## config.mk

```make
export PLATFORM = sky130hd
export DESIGN_NAME = oversamp_rx
export DESIGN_NICKNAME = d
export VERILOG_FILES = /design/src/rtl/oversamp_rx_pkg.sv /design/src/rtl/oversamp_rx_timer.sv /design/src/rtl/oversamp_rx_break.sv /design/src/rtl/oversamp_rx.sv
export SDC_FILE = /design/constraint.sdc
export NUM_CORES = 1
export LEC_CHECK = 0
export BUFFER_PORTS_ARGS = -buffer_cell sky130_fd_sc_hd__buf_2
export CORE_MARGIN = 3
export CORE_UTILIZATION = 45
export DETAILED_ROUTE_END_ITERATION = 8
export HOLD_SLACK_MARGIN = 0.08
export PLACE_DENSITY_LB_ADDON = 0.25
export SLEW_MARGIN = 15
export SYNTH_ARGS = -nofsm -noshare
export SYNTH_HDL_FRONTEND = slang
export SYNTH_HIERARCHICAL = 1
export SYNTH_SLANG_ARGS = --single-unit
export TNS_END_PERCENT = 20
```

## constraint.sdc

```tcl
create_clock -name clk -period 6.7 [get_ports clk]
set_clock_uncertainty 0.2 [all_clocks]
set_input_delay 0.67 -clock clk [delete_from_list [all_inputs] [get_ports clk]]
set_output_delay 0.67 -clock clk [all_outputs]
set_load 0.005 [all_outputs]
```

## src/rtl/oversamp_rx_pkg.sv

```systemverilog
package oversamp_rx_pkg;
   typedef enum logic [2:0] {
      S_IDLE  = 3'd0,
      S_START = 3'd1,
      S_DATA  = 3'd2,
      S_PAR   = 3'd3,
      S_STOP1 = 3'd4,
      S_STOP2 = 3'd5
   } rx_state_t;

   localparam logic [1:0] RATE_OFF = 2'b00;
   localparam logic [1:0] RATE_X1  = 2'b01;
   localparam logic [1:0] RATE_MID = 2'b10;
   localparam logic [1:0] RATE_HI  = 2'b11;
endpackage

```

## src/rtl/oversamp_rx_timer.sv

```systemverilog
module oversamp_rx_timer #(
   parameter int CNT_W = 7
) (
   input  logic             clk,
   input  logic             rst_n,
   input  logic             sync_clr,
   input  logic             tick,
   input  logic             restart,
   input  logic             half,
   input  logic [2:0]       shift,
   output logic             fire
);
   logic [CNT_W-1:0] cnt;
   logic [CNT_W-1:0] full_len;
   logic [CNT_W-1:0] target;

   always_comb begin
      full_len = CNT_W'(1) << shift;
      target   = half ? (full_len >> 1) : full_len;
      fire     = tick && !restart && (cnt == target - CNT_W'(1));
   end

   always_ff @(posedge clk or negedge rst_n) begin
      if (!rst_n)
         cnt <= '0;
      else if (sync_clr || restart)
         cnt <= '0;
      else if (tick)
         cnt <= fire ? '0 : cnt + CNT_W'(1);
   end

   assert_cnt_bound_R2: assert property (@(posedge clk) disable iff (!rst_n)
      (tick && !restart && !sync_clr) |-> (cnt < target));
endmodule

```

## src/rtl/oversamp_rx_break.sv

```systemverilog
module oversamp_rx_break #(
   parameter int LEN_W = 10
) (
   input  logic             clk,
   input  logic             rst_n,
   input  logic             sync_clr,
   input  logic             tick,
   input  logic             rxd,
   input  logic [LEN_W-1:0] limit,
   output logic             brk
);
   localparam logic [LEN_W-1:0] SAT = '1;
   logic [LEN_W-1:0] low_cnt;
   logic [LEN_W-1:0] low_nxt;

   assign low_nxt = (low_cnt == SAT) ? SAT : low_cnt + LEN_W'(1);

   always_ff @(posedge clk or negedge rst_n) begin
      if (!rst_n) begin
         low_cnt <= '0;
         brk     <= 1'b0;
      end else if (sync_clr) begin
         low_cnt <= '0;
         brk     <= 1'b0;
      end else if (tick) begin
         if (rxd) begin
            low_cnt <= '0;
            brk     <= 1'b0;
         end else begin
            low_cnt <= low_nxt;
            if (low_nxt >= limit) brk <= 1'b1;
         end
      end
   end

   assert_brk_release_R10: assert property (@(posedge clk) disable iff (!rst_n)
      (brk && tick && rxd) |=> !brk);
   assert_brk_low_R10: assert property (@(posedge clk) disable iff (!rst_n)
      $rose(brk) |-> $past(!rxd && tick));
endmodule

```

## src/rtl/oversamp_rx.sv

```systemverilog
module oversamp_rx #(
   parameter int LEN_BASE    = 5,
   parameter int LEN_SEL_W   = 2,
   parameter int DIV_MID_LOG = 4,
   parameter int DIV_HI_LOG  = 6
) (
   input  logic       clk,
   input  logic       rst_n,
   input  logic       soft_rst,
   input  logic       rx_tick,
   input  logic       rxd,
   input  logic       rx_en,
   input  logic [1:0] rate_sel,
   input  logic [1:0] len_sel,
   input  logic       par_en,
   input  logic       par_even,
   input  logic       stop_two,
   input  logic       err_clr,
   input  logic       buf_rd,
   output logic [7:0] rx_data,
   output logic       rx_ready,
   output logic       perr,
   output logic       oerr,
   output logic       ferr,
   output logic       brk
);
   import oversamp_rx_pkg::*;

   localparam int DATA_W = LEN_BASE + (1 << LEN_SEL_W) - 1;
   localparam int IDX_W  = $clog2(DATA_W + 1);
   localparam int CNT_W  = DIV_HI_LOG + 1;
   localparam int BRK_W  = DIV_HI_LOG + $clog2(DATA_W + 5) + 1;

   generate
      if (DATA_W != 8) begin : g_bad_width
         $error("oversamp_rx: data width must come out as 8");
      end
      if (DIV_MID_LOG < 1 || DIV_MID_LOG >= DIV_HI_LOG || DIV_HI_LOG > 7) begin : g_bad_div
         $error("oversamp_rx: divider logs must satisfy 1 <= mid < hi <= 7");
      end
   endgenerate

   rx_state_t         state;
   logic [DATA_W-1:0] shreg;
   logic [IDX_W-1:0]  bit_idx;
   logic              acc;
   logic              pend_pe;

   logic [2:0]        shift;
   logic [IDX_W-1:0]  wlen;
   logic [DATA_W-1:0] aligned;
   logic [BRK_W-1:0]  frame_bits;
   logic [BRK_W-1:0]  brk_limit;
   logic              active;
   logic              fire;
   logic              xfer;

   always_comb begin
      case (rate_sel)
         RATE_MID: shift = 3'(DIV_MID_LOG);
         RATE_HI:  shift = 3'(DIV_HI_LOG);
         default:  shift = 3'd0;
      endcase
      wlen       = IDX_W'(LEN_BASE) + IDX_W'(len_sel);
      aligned    = shreg >> (IDX_W'(DATA_W) - wlen);
      frame_bits = BRK_W'(2 + LEN_BASE) + BRK_W'(len_sel) + BRK_W'(par_en) + BRK_W'(stop_two);
      brk_limit  = frame_bits << shift;
      active     = rx_en && (rate_sel != RATE_OFF);
      xfer       = active && fire &&
                   ((state == S_STOP1 && (!rxd || !stop_two)) || state == S_STOP2);
   end

   oversamp_rx_timer #(.CNT_W(CNT_W)) u_timer (
      .clk      (clk),
      .rst_n    (rst_n),
      .sync_clr (soft_rst),
      .tick     (rx_tick),
      .restart  (state == S_IDLE),
      .half     (state == S_START),
      .shift    (shift),
      .fire     (fire)
   );

   oversamp_rx_break #(.LEN_W(BRK_W)) u_break (
      .clk      (clk),
      .rst_n    (rst_n),
      .sync_clr (soft_rst),
      .tick     (rx_tick),
      .rxd      (rxd),
      .limit    (brk_limit),
      .brk      (brk)
   );

   // framing state machine
   always_ff @(posedge clk or negedge rst_n) begin
      if (!rst_n) begin
         state   <= S_IDLE;
         shreg   <= '0;
         bit_idx <= '0;
         acc     <= 1'b0;
         pend_pe <= 1'b0;
      end else if (soft_rst || !active) begin
         state   <= S_IDLE;
      end else begin
         case (state)
            S_IDLE: begin
               shreg   <= '0;
               bit_idx <= '0;
               acc     <= 1'b0;
               pend_pe <= 1'b0;
               if (rx_tick && !rxd)
                  state <= (rate_sel == RATE_X1) ? S_DATA : S_START;
            end
            S_START: if (fire) state <= rxd ? S_IDLE : S_DATA;
            S_DATA: if (fire) begin
               shreg   <= {rxd, shreg[DATA_W-1:1]};
               acc     <= acc ^ rxd;
               bit_idx <= bit_idx + IDX_W'(1);
               if (bit_idx == wlen - IDX_W'(1))
                  state <= par_en ? S_PAR : S_STOP1;
            end
            S_PAR: if (fire) begin
               pend_pe <= ((acc ^ rxd) == par_even);
               state   <= S_STOP1;
            end
            S_STOP1: if (fire) state <= (rxd && stop_two) ? S_STOP2 : S_IDLE;
            S_STOP2: if (fire) state <= S_IDLE;
            default: state <= S_IDLE;
         endcase
      end
   end

   // holding buffer and flags
   always_ff @(posedge clk or negedge rst_n) begin
      if (!rst_n) begin
         rx_data  <= '0;
         rx_ready <= 1'b0;
         perr     <= 1'b0;
         oerr     <= 1'b0;
         ferr     <= 1'b0;
      end else if (soft_rst) begin
         rx_data  <= '0;
         rx_ready <= 1'b0;
         perr     <= 1'b0;
         oerr     <= 1'b0;
         ferr     <= 1'b0;
      end else begin
         if (xfer) rx_data <= aligned;
         rx_ready <= xfer | (rx_ready & ~buf_rd);
         perr     <= (perr & ~err_clr) | (xfer & pend_pe);
         oerr     <= (oerr & ~err_clr) | (xfer & rx_ready & ~buf_rd);
         ferr     <= (ferr & ~err_clr) | (xfer & ~rxd);
      end
   end

   assert_rdy_clear_R7: assert property (@(posedge clk) disable iff (!rst_n)
      (buf_rd && !xfer) |=> !rx_ready);
   assert_oe_cause_R8: assert property (@(posedge clk) disable iff (!rst_n)
      $rose(oerr) |-> $past(rx_ready));
   assert_err_clear_R9: assert property (@(posedge clk) disable iff (!rst_n)
      (err_clr && !xfer) |=> (!perr && !oerr && !ferr));
   assert_fe_stop_R6: assert property (@(posedge clk) disable iff (!rst_n)
      $rose(ferr) |-> $past(state == S_STOP1 || state == S_STOP2));
   assert_idle_off_R11: assert property (@(posedge clk) disable iff (!rst_n)
      !rx_en |=> (state == S_IDLE));
endmodule

```

## Word-level counts from Yosys, hierarchy flattened

Index checks and enable logic that the tools add are counted.

- Memory bits (writable): 0
- Memory bits (read-only): 0
- Memories kept: 0
- Bits of input ports: 15
- Register bits after elaboration: 48
- Bits in latches: 0

- Add/subtract/negate cells: 10
- Multipliers: 0
- Order comparisons: 1
- Divide/modulo/power cells: 0
- Shift-type cells: 3
- Mux-type cells: 40
- Bitwise logic cells: 17
- Eq/ne operators: 21
- Reductions and logical operators: 28

Operators with widths:

| cell | count |
|---|---|
| $mux 11 | 4 |
| $mux 3 | 10 |
| $mux 7 | 4 |
| $mux 8 | 3 |
| $pmux 3 s6 | 1 |
| $pmux 8 s2 | 1 |
| $ne 3x3->1 const B | 5 |
| $reduce_bool 2->1 | 6 |
| $add 11x1->11 const B | 1 |
| $eq 11x11->1 const B | 1 |
| $ge 11x11->1 | 1 |
| $shl 6x3->11 | 1 |
| $mux 1 | 10 |
| $add 3x2->4 const A | 2 |
| $and 1x1->1 | 8 |
| $logic_and 1x1->1 | 8 |
| $pmux 4 s2 | 1 |
| $shr 8x4->8 | 1 |
| $add 7x1->7 const B | 1 |
| $eq 7x7->1 | 1 |
| $reduce_and 7->1 | 1 |
| $shl 1x3->7 const A | 1 |
| $sub 7x1->7 const B | 1 |
| $add 5x1->6 | 1 |
| other kinds (26) | 46 |

## Logic depth before layout (Yosys ltp)

- Depth after elaboration: 13
- Gate-level depth with buffers: 20

## Hierarchy

The synthesis kept the hierarchy.

By module, submodules not included:

| module | area an instance (um^2) | cells each | sequential area each (um^2) | times used |
|---|---|---|---|---|
| oversamp_rx | 1859.3 | 190 | 725.7 | 1 |
| oversamp_rx_break | 1076.0 | 128 | 300.3 | 1 |
| oversamp_rx_timer | 684.4 | 85 | 175.2 | 1 |

## Least setup slack after synthesis

OpenSTA, ideal clock, no wires.

- Path type: register to register
- Start: reg state[0]
- End: reg shreg[7]
- Data required time: 6.379 ns
- Setup slack: 2.216 ns
- Cell stages (with the launch flop): 19
- Period minus slack after synthesis: 4.484 ns
- Setup time: 0.121 ns
- Data arrival time: 4.163 ns
- Path through: dfrtp_1 -> clkbuf_1 -> nor3b_1 -> nor2b_1 -> nand2_1 -> o21ai_0 -> nand2_1 -> ha_1 -> clkbuf_1 -> or3_1 -> a221oi_2 -> nor3_1 -> xnor2_1 -> nor4_4 -> nor2b_1 -> or4b_4 -> buf_6 -> buf_6 -> a22o_1

- Word-level cells in the longest chain between the ends: 7

Ends and longest elaborated chain:

| what | RTL line | source |
|---|---|---|
| start: declaration | oversamp_rx.sv:43 | `rx_state_t state;` |
| start signal: assignment | oversamp_rx.sv:112 | `state <= (rate_sel == RATE_X1) ? S_DATA : S_START;` |
| start signal: assignment | oversamp_rx.sv:114 | `S_START: if (fire) state <= rxd ? S_IDLE : S_DATA;` |
| start signal: assignment | oversamp_rx.sv:120 | `state <= par_en ? S_PAR : S_STOP1;` |
| $eq 3x1->1 | oversamp_rx.sv:79 | `.half (state == S_START),` |
| $mux 7 | oversamp_rx_timer.sv:19 | `target = half ? (full_len >> 1) : full_len;` |
| $sub 7x1->7 | oversamp_rx_timer.sv:20 | `fire = tick && !restart && (cnt == target - CNT_W'(1));` |
| $eq 7x7->1 | oversamp_rx_timer.sv:20 |  |
| $logic_and 1x1->1 (*) | oversamp_rx_timer.sv:20 |  |
| net fire | oversamp_rx.sv:55 | `logic fire;` |
| $ne 2x2->1 (no source line) (*) | - |  |
| $reduce_and 3->1 (no source line) (*) | - |  |
| end signal: assignment | oversamp_rx.sv:116 | `shreg <= {rxd, shreg[DATA_W-1:1]};` |
| end: declaration | oversamp_rx.sv:44 | `logic [DATA_W-1:0] shreg;` |

The timed path passes the listed nets; every way through them passes the cells marked *.
A chain may end at the register's enable or synchronous reset.

## Final worst setup path

- Start: reg state[0]
- End: reg rx_data[7]

- Word-level cells in the longest chain between the ends: 8

Ends and longest elaborated chain:

| what | RTL line | source |
|---|---|---|
| $eq 3x1->1 | oversamp_rx.sv:79 |  |
| $mux 7 | oversamp_rx_timer.sv:19 |  |
| $sub 7x1->7 | oversamp_rx_timer.sv:20 |  |
| $eq 7x7->1 | oversamp_rx_timer.sv:20 |  |
| $logic_and 1x1->1 (*) | oversamp_rx_timer.sv:20 |  |
| net fire | oversamp_rx.sv:55 |  |
| $logic_and 1x1->1 (*) (2 in a row) | oversamp_rx.sv:69 | `xfer = active && fire &&` |
| $reduce_bool 2->1 (no source line) (*) | - |  |
| end signal: assignment | oversamp_rx.sv:148 | `if (xfer) rx_data <= aligned;` |
| end: declaration | oversamp_rx.sv:20 | `output logic [7:0] rx_data,` |

Marked as above.

==> metrics.csv <==
metric,value,unit
syn_inst,403,
relSlewSlack,0.468,
fin_crit,5.04,ns
num_antenna_cells,0,
synth.distinct_cells,65,
outcome,completed,
final-setup-viol-count,0,
htree_num_levels,2,
grt_pass1_vias,2731,
r2r_slack,1.66,ns
synth_top_area_share,0.332,
critPathTopFamily,simple AND/OR/NAND/NOR gates,
clock-sinks,48,
crit_buf_inv,0,
cts_resized,0,
drive_gt1_frac,0.153,
final_util,0.506,
clk-insertion-delay-late,0.31,ns
crit_path_start_kind,flop,
yosysWarnings,6,
port_buffers,27,
synth-edff-count,0,
vias,2985,
path_class,flop to flop,
grt_max_degree,49,
hold_viol,0,
fin_crit_sh,0.753,
dp_hpwl,5750,µm
cts_buffers,5,
dp_cells,520,
io_pins,28,
cts_buffer_depth,2,
slowest_delay,0.71,ns
report.final.slew_viol_count,0,
die_w,95.7,µm
peakVddDrop,0.0000783,V
via_per_inst,5.65,
dr.pass1.iters,5,
async_flop_share,1.00,
crit_slowest_cell,nor3b_1,
crit_path_end,rx_data[7],
drt_wl_total,7790,µm
cts-root-buf,clkbuf_8,
row_count,32,
max_cap_viol_count,0,
antenna_found_initial,0,
grt-ovfl-total,0,
fmax,198,MHz
synth_seq_cells,48,
leakagePower,0.00183,µW
mappedNetlistArea,3620,µm²
dieArea,9160,µm²
min_path_type,input port to asynchronous set/reset pin,
synth.cells.most_frequent,"dfrtp_1, nand2_1, o21ai_0, nor2_1, inv_1",
ys_seq_area_frac,0.332,
detail-route-antenna-nets,0,
path_clk_slew,0.10,ns
crit_required,6.75,ns
synth_area_per_cell,8.98,µm²
nNetsFinal,461,
die_h,95.7,µm
fin_tns_setup,0,ns
arrival,5.09,ns
rsz0062_at_grt,no,
pwr_density_cell,164,nW/µm²
r2r_end,rx_data[7],
crit_fanout,14,
area_growth,8.57,%
synth.area.top_cells,"dfrtp_1, ha_1, xnor2_1",
cts_tree,built,
power,644,µW
synth.most_common_cell,dfrtp_1,
final_cells,528,
initial_core_util,0.466,
synth_area_leader_cell,dfrtp_1,
crit_top_cell,nand2_1,
reg2reg_depth,16,
worst_pin_slew,0.797,ns
drt_iter0_drc,116,
cp.depth,16,
reg2reg_from,state[0],
endpoint_kind,flop,
post_cts_buffers,0,
wire_per_inst,14.8,µm
routabilityCongestion,0.797,
cts_hold_buf,0,
synthFlopType,dfrtp_1,
crit_start,state[0],
crit_path_cell_trace,nor3b_1 -> nor2b_1 -> nand2_1 -> o21ai_0 -> nand2_1 -> ha_1 -> or3_1 -> a21oi_1 -> nor2_1 -> xnor2_1 -> nor4_4 -> nand2_1 -> nor4_1 -> nand2b_1 -> nor2_1 -> a22o_1,
grt_pass1_wl,13300,µm
drc,0,
grt_use_total,0.184,
core,7770,µm²
## worst reg2reg max path, cell delays in order (launching register included)
cell	delay, ns
dfrtp_1	0.56
nor3b_1	0.71
nor2b_1	0.35
nand2_1	0.09
o21ai_0	0.08
nand2_1	0.07
ha_1	0.27
or3_1	0.35
a21oi_1	0.15
nor2_1	0.07
xnor2_1	0.15
nor4_4	0.67
nand2_1	0.19
nor4_1	0.42
nand2b_1	0.22
nor2_1	0.26
a22o_1	0.17
## final cells by class
type / count / area (µm²)
inverters: 22 / 82.6
multi-input cells: 321 / 2240
clock buffers: 5 / 68.8
flip-flops and latches: 48 / 1200
repair buffers: 27 / 138
clock inverters: 3 / 68.8
fillers: 727 / 3840
well taps: 102 / 128
## layout by cell type, fill, tap and decap left out, drive strengths merged, types with 2 or more instances in the layout
cell type,count
dfrtp,48
nand2,36
o21ai,35
nor2,31
buf,27
inv,23
xnor2,20
ha,20
a21oi,14
and3,14
nand3,13
a22o,13
nor3,12
nor2b,11
a31oi,9
conb,9
nand2b,8
mux2i,7
nor4,7
nand3b,6
and2,6
mux4,5
clkbuf,5
xor2,5
and4,5
nor3b,3
and3b,3
a31o,3
nand4,3
or3,3
or4,2
bufinv,2
a32o,2
a21o,2
## logic make-up (layout without fill, tap and decap cells)
group           count (synthesis)  after routing  share of synthesized area
simple gates                  165            165                      0.261
compound gates                 88             88                      0.159
flops                          48             48                      0.332
buf+inv                        42             57                     0.0567
xor+xnor                       25             25                     0.0626
fa+ha+maj                      21             21                     0.0747
mux                            13             13                     0.0536
other cells                     1              9                    0.00104
## power by group
group,switching (µW),internal [µW]
clock,108,150
sequential,1.88,291
combinational,57.8,35.2
## worst min-delay path by stage
stage                      from                 end  slack, ns
floorplan                 rst_n                 acc       0.17
global placement    u_break/brk         u_break/brk       0.28
detailed placement   rx_data[2]          rx_data[2]       0.27
CTS                  rx_data[2]          rx_data[2]       0.29
global route              rst_n          rx_data[1]       0.21
finish                    rst_n  u_break/low_cnt[2]       0.17
## metal layers
metal  part of all wire  GRT usage  routed length [µm]  vias up
met3              0.042     0.0268                 329        9
met5                  0          0                   0        -
met4              0.013     0.0486                 105        0
met1               0.48      0.263                3730     1431
li1                   -          -                   -     1474
met2               0.47      0.291                3620       71
## sequential cells by signal, indices dropped and copies added (netlist names), 3 cells and up
name and cells:
shreg 8, state 3, bit_idx 4, u_break/low_cnt 11, u_timer/cnt 7, rx_data 8
## stage by stage
stage	instance area, µm²	hold slack [ns]	setup WS (ns)
2_1_floorplan	3650	0.174	2.22
6_report	3930	0.169	1.66
3_3_place_gp	3790	0.277	1.93
5_1_grt	3930	0.212	1.12
4_1_cts	3930	0.293	1.68
3_5_place_dp	3790	0.271	1.71
Power figures use the tool's default switching activity.
